<file path="src/rtl/samp_pulse_det.sv">
module samp_pulse_det #(
  parameter int DLY_W  = 3,
  parameter int SYNC_N = 2
) (
  input  logic             clk,
  input  logic             rst,
  input  logic             raw_in,
  input  logic             det_en,
  input  logic             rising_sel,
  input  logic [DLY_W-1:0] dly_sel,
  output logic             pulse_o,
  output logic             strobe_o
);
  localparam int TAPS = 1 << DLY_W;

  logic [SYNC_N-1:0] sync_q;
  logic              hist_q;
  logic [TAPS-1:0]   line_q;
  logic [TAPS-1:0]   inject;
  logic              pulse_q;

  wire lvl = sync_q[SYNC_N-1];
  wire hit = det_en & (rising_sel ? (lvl & ~hist_q) : (~lvl & hist_q));

  always_comb begin
    inject = '0;
    inject[~dly_sel] = hit;
  end

  assign pulse_o = line_q[TAPS-1] | (~det_en & lvl);

  always_ff @(posedge clk) begin
    if (rst) begin
      sync_q   <= '0;
      hist_q   <= 1'b0;
      line_q   <= '0;
      pulse_q  <= 1'b0;
      strobe_o <= 1'b0;
    end else begin
      sync_q   <= {sync_q[SYNC_N-2:0], raw_in};
      hist_q   <= lvl;
      line_q   <= {line_q[TAPS-2:0], 1'b0} | inject;
      pulse_q  <= pulse_o;
      strobe_o <= pulse_q & ~pulse_o;
    end
  end
endmodule


</file>
<file path="config.mk">
export PLATFORM = sky130hd
export DESIGN_NAME = samp_pulse_det
export DESIGN_NICKNAME = d
export VERILOG_FILES = /design/src/rtl/samp_pulse_det.sv
export SDC_FILE = /design/constraint.sdc
export NUM_CORES = 1
export LEC_CHECK = 0
export ABC_AREA = 1
export BUFFER_PORTS_ARGS = -buffer_cell sky130_fd_sc_hd__buf_2
export CAP_MARGIN = 25
export CORE_AREA = 2 2 39 41
export DETAILED_ROUTE_END_ITERATION = 12
export DIE_AREA = 0 0 41 43
export GPL_TIMING_DRIVEN = 1
export PLACE_DENSITY = 0.68
export SETUP_SLACK_MARGIN = 0.15
export SLEW_MARGIN = 20
export SYNTH_ARGS = -nofsm -noshare
export SYNTH_HDL_FRONTEND = slang
export SYNTH_SLANG_ARGS = --single-unit
</file>
<file path="constraint.sdc">
create_clock -name clk -period 0.8 [get_ports clk]
set_clock_uncertainty 0.05 [all_clocks]
set_input_delay 0 -clock clk [delete_from_list [all_inputs] [get_ports clk]]
set_output_delay 0 -clock clk [all_outputs]
set_load 0.1 [all_outputs]
</file>
== Yosys cells after proc, flatten, opt, wreduce, memory -nomap -nowiden ==
Cells that the tools add are included.

* Register bits after elaboration: 13
* Input port bits: 8
* Logic and storage cells: 24

* Magnitude comparators: 2
* Mux-type cells: 3
* Bitwise logic cells: 13
* Reductions and logical operators: 1

{| class="wikitable"
|+ Operator list
! operator !! count
|-
| 8-bit AND || 1
|-
| 8-bit OR || 1
|-
| 1-bit AND || 5
|-
| 3-bit by 4-bit < comparator with 1-bit output, second input constant || 1
|-
| 1-bit inverter || 4
|-
| 1-bit demux with 3-bit select || 1
|-
| 3-bit by 1-bit greater-or-equal comparator with 1-bit output, second input constant || 1
|-
| 3-bit inverter || 1
|-
| 1-bit 2-to-1 mux || 2
|-
| 1-bit logical AND || 1
|-
| 1-bit OR || 1
|}

== Longest topological paths before layout ==
* Depth in word-level cells: 7
* Gate-level depth with buffers: 5
* Gate-level depth less buffers: 5

== Least setup slack after synthesis ==
No wires, ideal clock.

* Path type: register to register
* Start point: register sync_q[1]
* End point: register pulse_q
* Setup time: 0.064 ns
* Data arrival time: 1.457 ns
* Setup slack: -0.771 ns
* Cell stages (with the launch flop): 4
* Path buffers: 0
* Cell sequence: dfxtp_1 inv_2 o21bai_2 and2_1

* Word-level cells in the longest chain between the ends: 2

{| class="wikitable"
|+ RTL lines
! element !! line !! text
|-
| start: declaration || 16 || <nowiki>logic [SYNC_N-1:0] sync_q;</nowiki>
|-
| start signal: assignment || 40 || <nowiki>sync_q <= {sync_q[SYNC_N-2:0], raw_in};</nowiki>
|-
| 1-bit AND || 30 || <nowiki>assign pulse_o = line_q[TAPS-1] | (~det_en & lvl);</nowiki>
|-
| 1-bit OR || 30 ||
|-
| named net pulse_o || 11 || <nowiki>output logic pulse_o,</nowiki>
|-
| end signal: assignment || 43 || <nowiki>pulse_q <= pulse_o;</nowiki>
|-
| end: declaration || 20 || <nowiki>logic pulse_q;</nowiki>
|}

The timed path passes the listed nets, and every way through them passes these cells.
A chain may end at the register's enable or synchronous reset.

== Worst setup path in the final report ==
* Start point: register sync_q[1]
* End point: output port pulse_o

* Word-level cells in the longest chain between the ends: 2

{| class="wikitable"
|+ RTL lines
! element !! line
|-
| 1-bit AND || 30
|-
| 1-bit OR || 30
|-
| end: declaration || 11
|}

Every way passes these cells.

==> summary.txt <==
Synthesis
  • Most used DFF post-synth: dfxtp_1
  • Synth Area in XOR/XNOR: 0
  • Synth Area in Simple Gates: 0.4147
  • Synth Area in Adders: 0
  • Mean Syn Cell Area: 7.652 µm²
  • Synth top area share: 0.4929
  • Top post-synthesis cells by area: dfxtp_1 (49%), nand2_1 (14%), nand4_1 (8.3%)
  • Number of enable flip-flop cells after synthesis: 0
  • Yosys reg bits: 13
  • YS warnings: 0
  • Multiplexer area fraction after synthesis: 0
  • Async S/R FF share, synth: 0
  • Sequential area share after synthesis: 0.4929
  • Post-synth top cells: nand2_1 (20), dfxtp_1 (13), nor2_1 (9)
  • Post-Syn Area: 528.0 µm²
  • Synth Area in Compound Gates: 0.02133
  • Most common cell in the netlist: nand2_1
  • Largest family of logic cells by synthesized area: simple AND/OR/NAND/NOR gates
  • Largest area contributor in the netlist: dfxtp_1
  • Mapped Cells: 69
  • Distinct cells, synth: 15
  • Mapped Nets: 77

Timing
  • Hold Vio Cnt, Final: 4
  • Final hold slack: -0.07522 ns
  • Actual slew at the worst max-slew pin: 0.1971 ns
  • Final setup fails: 13
  • Slew HR: 0.8683
  • Fin Setup TNS: -1.962 ns
  • Peak Freq: 0.9547 GHz
  • Min Tclk post-route: 1.047 ns
  • Worst Slack Setup Final: -0.2475 ns
  • Period Utilization, post-route: 1.309
  • Final slew viol count: 0
  • RSZ-0062 raised after global routing: yes

Final layout
  • Final nets: 98
  • Layout cell share with drive strength beyond 1: 0.3708
  • # diodes: 0
  • Final Instance Count excl. Fillers: 105
  • Area delta synth->final: 44.55%
  • Util after Layout: 0.5515

Hold path
  • HP Class: in2reg

Placement
  • # port buffers: 9
  • Routability Congestion: 0.7621
  • Dpl ws: -0.07715 ns
  • Hpwl dp: 699 µm
  • Placed insts: 94

Worst setup path
  • WS Path Type: reg2out
  • Crit. End Element: primary output
  • Req. time, crit path: 0.75 ns
  • CP startpoint kind: flip-flop
  • WP data arrival: 1.00 ns
  • Crit Path Max Fanout: 2
  • R2r setup slk: -0.23 ns

Routing
  • Routed via count: 482
  • Antenna Violating Nets Remaining: 0
  • Vias per std cell: 4.590
  • DR WL/cell: 10.25 µm
  • Drt first pass iters: 4
  • Initial DRC Count: 10
  • Routed WL: 1.076 mm
  • DR DRC count: 0

Floorplan
  • Height of the die: 43 µm
  • Cell Rows: 14
  • Total core area: 0.001384 mm²
  • Boundary Pins: 10
  • Initial core utilization: 0.3816
  • Die footprint: 0.001763 mm²
  • Die Width: 41 µm

CTS
  • H-tree levels: 1
  • Hold-fix buffers at CTS: 1
  • Cts bufs inserted: 3
  • Sink Count: 13
  • Worst-Skew Late Latency: 0.28 ns
  • Root Driver: clkbuf_4
  • Clk slew on worst S/H paths: 0.08 ns
  • CTS tree: yes
  • Max Root-Sink Buffers: 2

GRT
  • First-pass GRT wire length: 1.697 mm
  • Largest net degree at the start of global routing: 10
  • Total track usage: 0.1473
  • Antenna violations before repair: 0
  • Vias in the first global route: 439
  • Gr ovfl total: 0

Pwr
  • Flop pwr share: 0.532
  • Sw frac: 0.2609
  • Pint: 0.9159 mW
  • Power Dens Cells: 1624 mW/mm²
  • Clock network fraction of total power: 0.330
  • Net switching power figure: 0.3233 mW
  • Worst VDD drop: 0.8026 mV
  • Leakage: 0.3612 nW
  • Comb pwr share: 0.138

Outcome
  • Status: finished, violations left
  • Failing checks: negative hold slack, negative setup slack

Job
  • Max cap viols: 0
-- cells by family after synthesis --
kind of cell	count (synthesis)
AND/OR/NAND/NOR	45
buffers and inverters	10
AO/OA/AOI/OAI	1
flip-flops	13
-- timing repair --
item	in CTS	in global routing
setup buffers	3	3
setup endpoints to repair	12	13
pin swaps	9	4
gates resized for setup	2	8
hold endpoints to repair	4	4
-- power by group through the flow --
stage	logic, mW	clock network [mW]	registers [mW]
3_5_place_dp	0.130	0	0.675
5_1_grt	0.188	0.455	0.661
3_3_place_gp	0.128	0	0.674
4_1_cts	0.146	0.415	0.659
6_report	0.171	0.409	0.659
2_1_floorplan	0.0711	0	0.678
-- placed cells by master, fill, tap and decap left out, types with 2 or more instances in the layout --
| cell type | instances |
|---|---|
| buf_12 | 2 |
| buf_2 | 7 |
| buf_4 | 3 |
| buf_6 | 3 |
| clkbuf_4 | 3 |
| dfxtp_1 | 11 |
| inv_1 | 7 |
| inv_2 | 3 |
| nand2_1 | 19 |
| nand2_8 | 2 |
| nand4_1 | 7 |
| nor2_1 | 7 |
| nor2_2 | 3 |
-- routing by layer --
metal	vias up	global-route usage	routed length [µm]
li1	258	-	-
met1	209	0.1797	476
met2	11	0.2094	510
met3	4	0.04712	51
met4	0	0.1000	37
met5	-	0	0
-- worst max-delay path: stages, from the launching register on --
cell and delay, ns:
dfxtp_2 0.34, inv_2 0.05, o21bai_4 0.14, buf_12 0.19
-- per-stage QoR --
step | area (µm²) | total power [mW]
after floorplan | 540.5 | 0.7491
after global placement | 635.6 | 0.8021
after detailed placement | 635.6 | 0.8044
after CTS | 704.4 | 1.220
after global routing | 763.2 | 1.304
final | 763.2 | 1.239
-- worst paths after layout --
check	startpoint	end	cells after the start
min	rst	sync_q[1]	2
min reg2reg	sync_q[0]	sync_q[1]	2
max reg2reg	line_q[7]	pulse_q	4
max	sync_q[1]	pulse_o	3
-- sequential cells by signal, summed over array words and instances (netlist names) --
signal and flops:
hist_q 1, line_q 8, pulse_q 1, strobe_o 1, sync_q 2
-- cell type report --
cell class / instances / area [µm²]
clock buffers: 4 / 26.28
fillers: 124 / 620.6
well taps: 16 / 20.02
flip-flops and latches: 13 / 265.3
inverters: 10 / 37.54
repair buffers: 16 / 141.4
multi-input cells: 46 / 272.8
No activity file was read; power rests on OpenSTA's default activity.
